<file path="config.mk">
export PLATFORM = sky130hd
export DESIGN_NAME = gated_shift_reg
export DESIGN_NICKNAME = d
export VERILOG_FILES = /design/src/rtl/gshift_pkg.sv /design/src/rtl/gshift_gate_sense.sv /design/src/rtl/gshift_ctrl.sv /design/src/rtl/gshift_stages.sv /design/src/rtl/gated_shift_reg.sv
export SDC_FILE = /design/constraint.sdc
export NUM_CORES = 1
export LEC_CHECK = 0
export BUFFER_PORTS_ARGS = -buffer_cell sky130_fd_sc_hd__buf_2
export CORE_AREA = 2 2 39 41
export CTS_CLUSTER_SIZE = 14
export DETAILED_ROUTE_END_ITERATION = 10
export DIE_AREA = 0 0 41 43
export GPL_TIMING_DRIVEN = 0
export HOLD_SLACK_MARGIN = 0.1
export PLACE_DENSITY = 0.55
export SYNTH_ARGS = -nofsm -noshare
export SYNTH_HDL_FRONTEND = slang
export SYNTH_SLANG_ARGS = --single-unit
export TNS_END_PERCENT = 50
</file>
<file path="constraint.sdc">
create_clock -name clk -period 1 [get_ports clk]
set_input_delay 0 -clock clk [delete_from_list [all_inputs] [get_ports clk]]
set_output_delay 0 -clock clk [all_outputs]
set_load 0.02 [all_outputs]
</file>
<file path="src/rtl/gshift_pkg.sv">
package gshift_pkg;
  localparam int unsigned GS_DEFAULT_STAGES = 8;

  // Operation applied to the stage array on a system clock edge
  typedef enum logic [1:0] {
    GS_HOLD  = 2'd0,
    GS_LOAD  = 2'd1,
    GS_SHIFT = 2'd2
  } gs_op_e;
endpackage

</file>
<file path="src/rtl/gshift_gate_sense.sv">
module gshift_gate_sense (
  input  logic clk,
  input  logic rst,
  input  logic gate_a,
  input  logic gate_b,
  output logic rise
);
  logic gate_or;
  logic gate_prev;

  assign gate_or = gate_a | gate_b;

  // Reset to 1 so a gate already high at reset release causes no shift
  always_ff @(posedge clk) begin
    if (rst) gate_prev <= 1'b1;
    else     gate_prev <= gate_or;
  end

  assign rise = gate_or & ~gate_prev;

  // A rise cannot repeat until the OR has dropped again
  p_single_rise_r10: assert property (@(posedge clk) disable iff (rst)
    rise |=> !rise);

  // A gate held high through two samples blocks any rise
  p_inhibit_a_r5: assert property (@(posedge clk) disable iff (rst)
    (gate_a && $past(gate_a)) |-> !rise);
  p_inhibit_b_r5: assert property (@(posedge clk) disable iff (rst)
    (gate_b && $past(gate_b)) |-> !rise);
endmodule

</file>
<file path="src/rtl/gshift_ctrl.sv">
module gshift_ctrl
  import gshift_pkg::*;
(
  input  logic   shift_mode,
  input  logic   rise,
  output gs_op_e op
);
  // Capture has priority over a gated rise in the same cycle
  always_comb begin
    if (!shift_mode) op = GS_LOAD;
    else if (rise)   op = GS_SHIFT;
    else             op = GS_HOLD;
  end
endmodule

</file>
<file path="src/rtl/gshift_stages.sv">
module gshift_stages
  import gshift_pkg::*;
#(
  parameter int unsigned STAGES = GS_DEFAULT_STAGES
) (
  input  logic              clk,
  input  logic              rst,
  input  gs_op_e            op,
  input  logic [STAGES-1:0] word_in,
  input  logic              fill_bit,
  output logic [STAGES-1:0] stage_q
);
  localparam int unsigned LAST = STAGES - 1;

  for (genvar i = 0; i < STAGES; i++) begin : g_stage
    logic from_prev;
    if (i == 0) begin : g_head
      assign from_prev = fill_bit;
    end else begin : g_body
      assign from_prev = stage_q[i-1];
    end

    always_ff @(posedge clk) begin
      if (rst) begin
        stage_q[i] <= 1'b0;
      end else begin
        case (op)
          GS_LOAD:  stage_q[i] <= word_in[i];
          GS_SHIFT: stage_q[i] <= from_prev;
          default:  stage_q[i] <= stage_q[i];
        endcase
      end
    end
  end

  p_load_r1: assert property (@(posedge clk) disable iff (rst)
    (op == GS_LOAD) |=> (stage_q == $past(word_in)));

  p_shift_r6: assert property (@(posedge clk) disable iff (rst)
    (op == GS_SHIFT) |=> (stage_q == {$past(stage_q[LAST-1:0]), $past(fill_bit)}));

  p_hold_r2: assert property (@(posedge clk) disable iff (rst)
    (op == GS_HOLD) |=> $stable(stage_q));
endmodule

</file>
<file path="src/rtl/gated_shift_reg.sv">
module gated_shift_reg
  import gshift_pkg::*;
#(
  parameter int unsigned STAGES = GS_DEFAULT_STAGES
) (
  input  logic              clk,
  input  logic              rst,
  input  logic              shift_mode,
  input  logic              gate_a,
  input  logic              gate_b,
  input  logic              fill_bit,
  input  logic [STAGES-1:0] word_in,
  output logic              tail_q,
  output logic              tail_qn
);
  localparam int unsigned LAST = STAGES - 1;

  logic              rise;
  gs_op_e            op;
  logic [STAGES-1:0] stage_q;

  gshift_gate_sense u_sense (
    .clk    (clk),
    .rst    (rst),
    .gate_a (gate_a),
    .gate_b (gate_b),
    .rise   (rise)
  );

  gshift_ctrl u_ctrl (
    .shift_mode (shift_mode),
    .rise       (rise),
    .op         (op)
  );

  gshift_stages #(.STAGES(STAGES)) u_stages (
    .clk      (clk),
    .rst      (rst),
    .op       (op),
    .word_in  (word_in),
    .fill_bit (fill_bit),
    .stage_q  (stage_q)
  );

  assign tail_q  = stage_q[LAST];
  assign tail_qn = ~stage_q[LAST];

  // Capture wins over a simultaneous gated rise
  p_load_wins_r8: assert property (@(posedge clk) disable iff (rst)
    (!shift_mode && rise) |=> (tail_q == $past(word_in[LAST])));

  // A rise while in shift mode brings the next-to-last stage to the tail
  p_rise_moves_tail_r3: assert property (@(posedge clk) disable iff (rst)
    (shift_mode && rise) |=> (tail_q == $past(stage_q[LAST-1])));
endmodule

</file>
# Yosys cells after proc, flatten, opt, wreduce, memory -nomap -nowiden
# Index checks and enable logic that the tools add are counted.
# totals
register_bits	9
latch_bits	0
ram_bits	0
rom_bits	0
in_bits	14
output_inout_bits	2
memories	0
# op_classes
add_sub_neg	0
multipliers	0
div	0
n_lt_le_gt_ge	0
eq_ne	2
shift	0
muxes	10
bitwise	4
reduce_logical	1
# ops
op	count
$pmux W1 S2	8
$mux W2	2
$eq A2 B1 Y1 const B	1
$eq A2 B2 Y1 const B	1
$not A1 Y1	2
$reduce_bool A2 Y1	1
$and A1 B1 Y1	1
$or A1 B1 Y1	1

# Logic depth before layout (Yosys ltp)
# Gate-level depths: netlist of the first run.
# depth
word_depth	6
depth_mapped	4
ltp_nobuf	3

# By module
# Synthesis of the first run repeated with hierarchy kept, for this count alone.
# unflattened
hier_cells	50
hier_area_um2	493.0
# by_module_without_submodules
module	n_inst	cells_per_inst	area_per_inst_um2	seq_area_each_um2
gshift_stages	1	44	442.9	160.2
gshift_gate_sense	1	3	36.3	20.0
gshift_ctrl	1	2	10.0	0.0
gated_shift_reg	1	1	3.8	0.0

# Least setup slack after synthesis of the first run
# No wires, ideal clock.
# synth_path
kind	register to register
start	register u_sense.gate_prev
end	register u_stages.stage_q[1], in the netlist u_stages.g_stage[2].from_prev
setup_time_ps	91
t_arrival_ps	866
slack_ps	43
path_stages_with_launch	5
n_path_buf	1
period_less_slack_ps	957
path_cell_list	dfxtp_1 > o21ba_1 > buf_6 > nand2_1 > a311oi_1
# synth_between
elab_chain_cells	6
elab_cells_between_ends	8
cone_classes	eq/ne (2); mux (3); bitwise (2); reduce/logical (1)
# synth_rtl
element	line_no	rtl
start, declared	gshift_gate_sense.sv:9	logic gate_prev;
start signal, assigned	gshift_gate_sense.sv:16	else gate_prev <= gate_or;
$not A1 Y1 *	gshift_gate_sense.sv:19	assign rise = gate_or & ~gate_prev;
$and A1 B1 Y1 *	gshift_gate_sense.sv:19	
$mux W2 *	gshift_ctrl.sv:11	else if (rise) op = GS_SHIFT;
$mux W2 *	gshift_ctrl.sv:10	if (!shift_mode) op = GS_LOAD;
$eq A2 B2 Y1 or $eq A2 B1 Y1 (tied branches)	gshift_stages.sv:27	case (op)
$pmux W1 S2 or $reduce_bool A2 Y1 (tied branches)	-	
end signal, assigned by index	gshift_stages.sv:28	GS_LOAD: stage_q[i] <= word_in[i];
end signal, assigned by index	gshift_stages.sv:29	GS_SHIFT: stage_q[i] <= from_prev;
end signal, assigned by index	gshift_stages.sv:30	default: stage_q[i] <= stage_q[i];
end, declared	gshift_stages.sv:11	output logic [STAGES-1:0] stage_q
# Mark *: on every way between the ends. The rest lies on a longest branch, timed or not.
# A chain may end at the register's enable or synchronous reset.

# Worst setup path in the final report of the first run
# layout_path
start	register u_sense.gate_prev
end	register u_stages.stage_q[6], in the netlist u_stages.g_stage[7].from_prev
# Same word-level chain as after synthesis.

==> results, run 1 <==
- The run finished, with violations left.
- The checks that failed: setup timing.
- On the critical path, the stage with the largest delay is an instance of sky130_fd_sc_hd__dfxtp_2.
- The number of max-cap violations is 0.
- The total cell area at the placement stage is 485.5 um2.
- The number of global-route vias before repair is 396.
- The worst path buffer plus inverter count is 0.
- The largest single stage delay on the critical path is 0.32 ns.
- Entering global routing, the biggest net connects 11 pins.
- The root buffer cell is sky130_fd_sc_hd__clkbuf_4.
- The number of warnings reported in the yosys synthesis log is 0.
- The wire length of the first global-routing pass is around 1.6 mm.
- The count of port buffers added during placement is 13.
- Counting every instance in the synthesized netlist gives slightly below 50.
- After filler insertion, the fill cell instance count of the layout stands at 154.
- The repair_antennas step left the layout with diodes totalling 0.
- The detailed-routing iteration count for the pre-antenna-repair pass is 3.
- The part of the Yosys area used for sequential elements is 0.4500.
- The worst-case IR drop observed on VDD is 0.0007016 V.
- The worst setup path is captured at a flip-flop.
- The total I/O pin count is 16.
- The CTS sink count is 9.
- In this run the post-CTS setup repair buffer count came out at 0.
- The final number of max-transition violations is 0.
- The critical path in this run is classified as flip-flop to flip-flop.
- The total DRC errors in the routed layout is 0.
- Dividing the detail-routed wire length by the instance count gives 12.49 um.
- The maximum clock path buffer count is 2.
- Synthesis inferred 9 register bits.
- The clock skew is 0.003835 ns.
- The vias after detailed routing is approximately 460.
- In this run, the number of DRC markers left after iteration 0 of detailed routing was 3.
- The antenna violation net count after detailed routing is 0.
- The ratio of total power to cell area is roughly 1300 nW/um2.
- From bottom edge to top edge, the die measures 43 um.
- The area growth from synthesis to layout is 70.00%.
- TritonCTS built the clock tree.
- Of the available clock period, the critical path in the final layout requires 1.003.
- In the synthesized netlist, the cells that appear most often are sky130_fd_sc_hd__nand2_1 (16), sky130_fd_sc_hd__dfxtp_1 (9), sky130_fd_sc_hd__a311oi_1 (8), sky130_fd_sc_hd__nor2_1 (8).
- The share of Yosys cell area claimed by the top area cell type is 0.4500.
- Setup repair after global routing could not meet its margin everywhere.
- The largest area contributor in the netlist is sky130_fd_sc_hd__dfxtp_1.
- The slew at the pin with the worst max-slew slack is between 0.5 and 0.6 ns.
- The number of distinct standard cells referenced by the synthesized netlist is 12.
- Static timing analysis puts the maximum clock frequency at 0.9970 GHz.
- Data arrives at the worst endpoint at roughly 1.2 ns.
- For this run, the total global-route usage over all layers was measured as 0.1472.
- The kind of cell with the highest combined delay on the critical path is compound AO/OA/AOI/OAI gates.
- In this run the number of H-tree levels came out at 1.
- After layout, the worst setup slack is -0.003015 ns.
- After global routing the overflow that remains totals 0.
- The number of enable-type register cells in the synthesized netlist is 0.
- After floorplanning, the core was sized to cover 1384 um2.
- The leakage power is 0.2657 nW.
- OpenSTA, run right after detailed placement, puts the worst setup slack at -0.05697 ns.
- By instance count, the leading cell after synthesis is sky130_fd_sc_hd__nand2_1.
- After layout, the design draws a total of 0.8604 mW.
- Of all nets on the critical path, the largest fanout is 8.
- The post-synth net total is 63.
- The worst path in the final design needs a cycle of about 1 ns, including I/O delays and setup.
- In this run the core area contains 14 standard-cell rows.
- The post-route cell area is 680.7 um2.
- After the last flow step, the layout net total stands at 92.
- Routability-driven placement finished with a final weighted congestion of 0.6704.
- The signal on the critical path passes through o21ba_4 -> nand2_2 -> a311oi_2.
- The area taken by flip-flops and latches is 181.4 um2.
- The async set or reset register ratio after synthesis is 0.
- The path class of the tightest hold or removal check is input pin to flip-flop.
- The dominant register cell in the synthesized netlist is sky130_fd_sc_hd__dfxtp_1.
- The count of endpoints failing hold in the final timing report is 0.
- The share of final-layout standard cells stronger than drive strength 1 is 0.4026.
- The critical path data required time is 1.18 ns.
- In the routed layout, each cell is associated on average with a via count of 4.914.
- The worst setup path is launched from a flip-flop.
- The die width is 41 um.
- Setup violations remaining at the end of the flow were counted as 5.
- The initial standard-cell utilization of the core is 0.2893.
- The number of clock buffers added by TritonCTS is 3.
- The die covers between 1500 and 2000 um2.
- The final routed wirelength across all metal layers is 1.162 mm.
- Measured against its own limit, the worst slew margin works out to 0.6476.
- The clock network latency to the later pin of the worst-skew pair is 0.27 ns.
- The area occupied by multi-input gates is 247.7 um2.
- Ranked by total cell area, the synthesized netlist is headed by sky130_fd_sc_hd__dfxtp_1 (45%), sky130_fd_sc_hd__a311oi_1 (18%), sky130_fd_sc_hd__nand2_1 (15%).
- The share of the core filled with cells is 0.4919.
- The initial antenna violation count is 0.
- Averaged over all synthesized cells, the footprint is 8.171 um2.
- In this run the cell area of the synthesized design comes to 400.4 um2.
- Clock-pin slew was measured on the worst setup and hold paths at about 0.060 ns.
## layer usage
layer,share of wire,up-vias,GRT usage,wire length [um]
li1,-,227,-,-
met1,0.42,215,0.1596,488
met2,0.50,11,0.2188,581
met3,0.059,4,0.09424,69
met4,0.020,0,0.06000,23
met5,0,-,0,0
## state kept, by name, indices dropped and copies added (netlist names)
| name | cells |
|---|---|
| u_stages.g_stage.from_prev | 7 |
| u_stages.stage_q | 1 |
| u_sense.gate_prev | 1 |
## repair_timing
action / in CTS / in global routing
endpoints found under the hold margin: 9 / 0
gates resized for setup: 1 / 11
hold buffers: 12 / 0
setup endpoints to repair: 8 / 8
pin swaps: 1 / 5
## cells by family after synthesis
logic type	count (synthesis)	share of synthesized area
AOI/OAI and AO/OA	10	0.2281
DFF	9	0.4500
and+or+nand+nor	25	0.2438
buffers and inverters	5	0.07810
## worst paths after layout
kind	endpoint	cells past startpoint	start	slack, ns
max reg2reg	u_stages.g_stage[7].from_prev$_SDFFE_PP0P_	3	u_sense.gate_prev$_SDFF_PP1_	-0.003
min reg2reg	u_stages.g_stage[5].from_prev$_SDFFE_PP0P_	2	u_stages.g_stage[5].from_prev$_SDFFE_PP0P_	0.48
min	u_stages.g_stage[5].from_prev$_SDFFE_PP0P_	4	gate_a	0.15
max	u_stages.g_stage[7].from_prev$_SDFFE_PP0P_	3	u_sense.gate_prev$_SDFF_PP1_	-0.003
## cell type report
| type | count | area share |
|---|---|---|
| buffer | 3 | 0.02390 |
| inverter | 1 | 0.005515 |
| clock buffer | 4 | 0.03860 |
| multi-input combinational | 35 | 0.3640 |
| tap | 16 | 0.02941 |
| sequential | 9 | 0.2665 |
| timing repair buffer | 25 | 0.2721 |
## cell usage in the layout, fill, tap and decap left out, drive strengths merged
cell type,instances
o21ba,1
dfxtp,9
inv,1
clkbuf,7
nand2,16
a311oi,8
dlygate4sd3,12
o21bai,1
or3,1
nor2,8
buf,13
## stage by stage
step / setup TNS, ns / cells / hold WS [ns]
2_1_floorplan: 0 / 49 / 0.1067
3_3_place_gp: -0.08176 / 78 / 0.2414
3_5_place_dp: -0.2835 / 78 / 0.2386
4_1_cts: -0.01648 / 93 / 0.1444
5_1_grt: -0.3369 / 93 / 0.1800
6_report: -0.009246 / 93 / 0.1542
## worst min-delay path: cells and delay by family
family                 cells  cell delay (ns)
and+or+nand+nor            1             0.08
AOI/OAI and AO/OA          2             0.17
buffers and inverters      1             0.13
## where the power goes
group          internal (mW)  switching (mW)  leakage, nW
clock network          0.155           0.141       0.0150
logic                 0.0891          0.0769        0.176
registers              0.384          0.0144       0.0744
total                  0.628           0.233        0.266
(Power assumes the default switching activity.)
==> run 2: changes to the inputs <==
Settings changed: PLACE_DENSITY 0.55 to 0.63, SYNTH_HIERARCHICAL set to 1.
==> results, run 2 <==
- The total congestion overflow after global routing is 0.
- The final critical path time including I/O delays and setup is 1.293 ns.
- The startpoint of the worst register-to-register path is u_sense/gate_prev$_SDFF_PP1_.
- Setup repair after global routing could not meet its margin everywhere.
- The share of final-layout standard cells stronger than drive strength 1 is 0.3944.
- The number of DRC markers in iteration 0 is 2.
- The first global-routing pass estimated roughly 1.5 mm of wire.
- For this design, the sink count on the clock tree is 9.
- Summing over every cut layer, the via total after detailed routing is 400.
- Along the worst hold path, the cell count comes to 3.
- During synthesis, Yosys emitted a total of 6 warnings.
- In this run the critical register-to-register path is captured at u_stages/g_stage[4].from_prev$_SDFFE_PP0P_.
- The type of the most critical hold path is input pin to flip-flop.
- The floorplan step set the die height to about 43 um.
- The final number of max-transition violations is 0.
- The placed wire-length estimate after detailed placement is 593.2 um.
- The achievable clock frequency is 0.7732 GHz.
- Entering global routing, the biggest net connects 10 pins.
- The number of max-cap violations is 0.
- 16 I/O pins were placed.
- The total DRC errors in the routed layout is 0.
- The count of endpoints failing hold in the final timing report came to 0.
- Clock latency on the worst-skew pair, taken at its later pin, is ~0.25 ns.
- Buffers inserted during clock tree synthesis total 3.
- A synthesized cell averages between 10 and 15 um2.
- The number of placement rows is 14.
- The ratio of routed vias to standard cells is 4.598.
- For the pin with the worst max-slew slack, the measured transition is 0.1735 ns.
- The first detailed-routing pass took 4 iterations.
- The growth of design area from synthesis to finish is 58.52%.
- The CTS tree is done.
- Clock-pin slew was measured on the worst setup and hold paths at 0.06 ns.
- The ratio of total power to cell area is 1231 nW/um2.
- The die width is 41 um.
- The largest individual stage delay along the critical path comes from the cell sky130_fd_sc_hd__dfxtp_1.
- Once routing completed, OpenROAD measured the worst setup slack at -0.2933 ns.
- The critical path data required time is 1.14 ns.
- The post-synth net total is 58.
- The number of cells on the worst reg-to-reg path is 5.
- Synthesis produced a netlist whose cell count is 43.
- The library cells used most frequently in the layout, excluding fill and tap cells, are sky130_fd_sc_hd__buf_2 (15), sky130_fd_sc_hd__dlygate4sd3_1 (10), sky130_fd_sc_hd__dfxtp_1 (9).
- The relative slew slack is 0.8810.
- The data arrival at the endpoint of the critical path is 1.43 ns.
- For this run, the share of the core covered by cells in the final layout is 0.5045.
- The fraction of the cycle the final worst path needs is 1.293.
- The cell area after synthesis is 440.4 um2.
- The register with the most flip-flops in the layout has 7 of them.
- The setup path with the least slack is of type flip-flop to flip-flop.
- The cell depth of the worst setup path is 5.
- The overall fraction of global-route tracks in use is 0.1282.
- The tree is rooted in a sky130_fd_sc_hd__clkbuf_4.
- The worst path buffer plus inverter count is 0.
- The area of the core is 1384 um2.
- The initial antenna violation count is 0.
- Setup violations remaining at the end of the flow were counted as 8.
- The post-layout net count is slightly below 90.
- The highest ir drop seen on vdd is 0.0008455 V.
- For this design the static power due to leakage is 0.2863 nW.
- The final reports fail on setup timing.
- Overall power consumption after layout is estimated at 0.8591 mW.
- In this design, the stage delay of the slowest critical-path cell is 0.30 ns.
- The repair_antennas step left the layout with diodes totalling 0.
- The number of inserted filler cells in the final layout is 134.
- The setup check on the worst reg-to-reg path leaves a slack of -0.29 ns.
- The worst setup path is launched from a flip-flop.
- The number of global-route vias before repair is 397.
- On the final layout, the worst hold slack is 0.09803 ns.
- The weighted congestion reported at the end of routability-driven placement is 0.6686.
- The most common cell after layout, fill and taps aside is sky130_fd_sc_hd__buf_2.
- The antenna violation net count after detailed routing is 0.
- The kind of cell with the highest combined delay on the critical path is flip-flops.
- The run finished, with violations left.
- The initial standard-cell utilization of the core is 0.3183.
- The floorplan step defined a die boundary enclosing 1763 um2.
- The count of port buffers added during placement is 15.
- In this run the number of H-tree levels came out at 1.
- In the final routed layout, each cell accounts on average for 10.52 um.
- The capturing element of the worst setup path is u_stages/g_stage[4].from_prev$_SDFFE_PP0P_.
- On the final layout, the worst clock skew is 0.002971 ns.
- STA classifies the critical path endpoint as a flip-flop.
- The maximum clock path buffer count is 2.
- In this run the worst path has a maximum fanout of 8.
- The final routed wirelength across all metal layers is 915 um.
- Walking the worst path, the cells encountered are o21ba_4 -> and2_4 -> ha_4 -> mux2i_1 -> a211oi_2.
- The launch point of the worst path is u_sense/gate_prev$_SDFF_PP1_.
run 2: worst register-to-register path: stages (launching register included):
cell	delay, ns
sky130_fd_sc_hd__dfxtp_1	0.30
sky130_fd_sc_hd__o21ba_4	0.20
sky130_fd_sc_hd__and2_4	0.13
sky130_fd_sc_hd__ha_4	0.22
sky130_fd_sc_hd__mux2i_1	0.25
sky130_fd_sc_hd__a211oi_2	0.09
run 2: what timing repair did:
action / in CTS / in global routing
buffers inserted: 0 / 0
resized for setup: 2 / 4
endpoints found under the setup margin: 8 / 8
endpoints found under the hold margin: 7 / 0
pin swaps: 2 / 1
hold buffers: 10 / 0
run 2: final cells by class:
type / count / area [um2] / area share
plain buffers: 1 / 5.005 / 0.007168
clock buffers: 4 / 26.28 / 0.03763
inverters: 4 / 17.52 / 0.02509
multi-input cells: 28 / 274.0 / 0.3925
flip-flops and latches: 9 / 180.2 / 0.2581
well taps: 16 / 20.02 / 0.02867
repair buffers: 25 / 175.2 / 0.2509
run 2: worst min path at each step:
stage	from	endpoint	slack, ns
2_1_floorplan	rst	u_sense/gate_prev$_SDFF_PP1_	0.1
3_3_place_gp	rst	u_sense/gate_prev$_SDFF_PP1_	0.22
3_5_place_dp	rst	u_sense/gate_prev$_SDFF_PP1_	0.21
4_1_cts	word_in[7]	u_stages/stage_q[7]$_SDFFE_PP0P_	0.11
5_1_grt	word_in[7]	u_stages/stage_q[7]$_SDFFE_PP0P_	0.10
6_report	word_in[7]	u_stages/stage_q[7]$_SDFFE_PP0P_	0.1
run 2: where the power goes:
group | switching, mW | internal, mW | leakage, nW | total (mW)
clock | 0.124 | 0.154 | 0.0150 | 0.278
sequential | 0.0129 | 0.387 | 0.0748 | 0.400
combinational | 0.0770 | 0.104 | 0.197 | 0.181
run 2: routing by layer:
layer | GRT usage | wire [um] | part of all wire
met1 | 0.1569 | 459 | 0.50
met2 | 0.1906 | 399 | 0.44
met3 | 0.03141 | 47 | 0.051
met4 | 0.08000 | 9 | 0.0098
met5 | 0 | 0 | 0
run 2: through the flow:
step	worst slack (ns)	std cells	setup TNS (ns)	instance area (um2)
3_3_place_gp	-0.3021	74	-2.234	556.8
4_1_cts	-0.2964	87	-2.231	679.4
2_1_floorplan	-0.2208	43	-1.764	461.7
5_1_grt	-0.3367	87	-2.628	698.2
6_report	-0.2933	87	-2.193	698.2
3_5_place_dp	-0.3093	74	-2.349	556.8
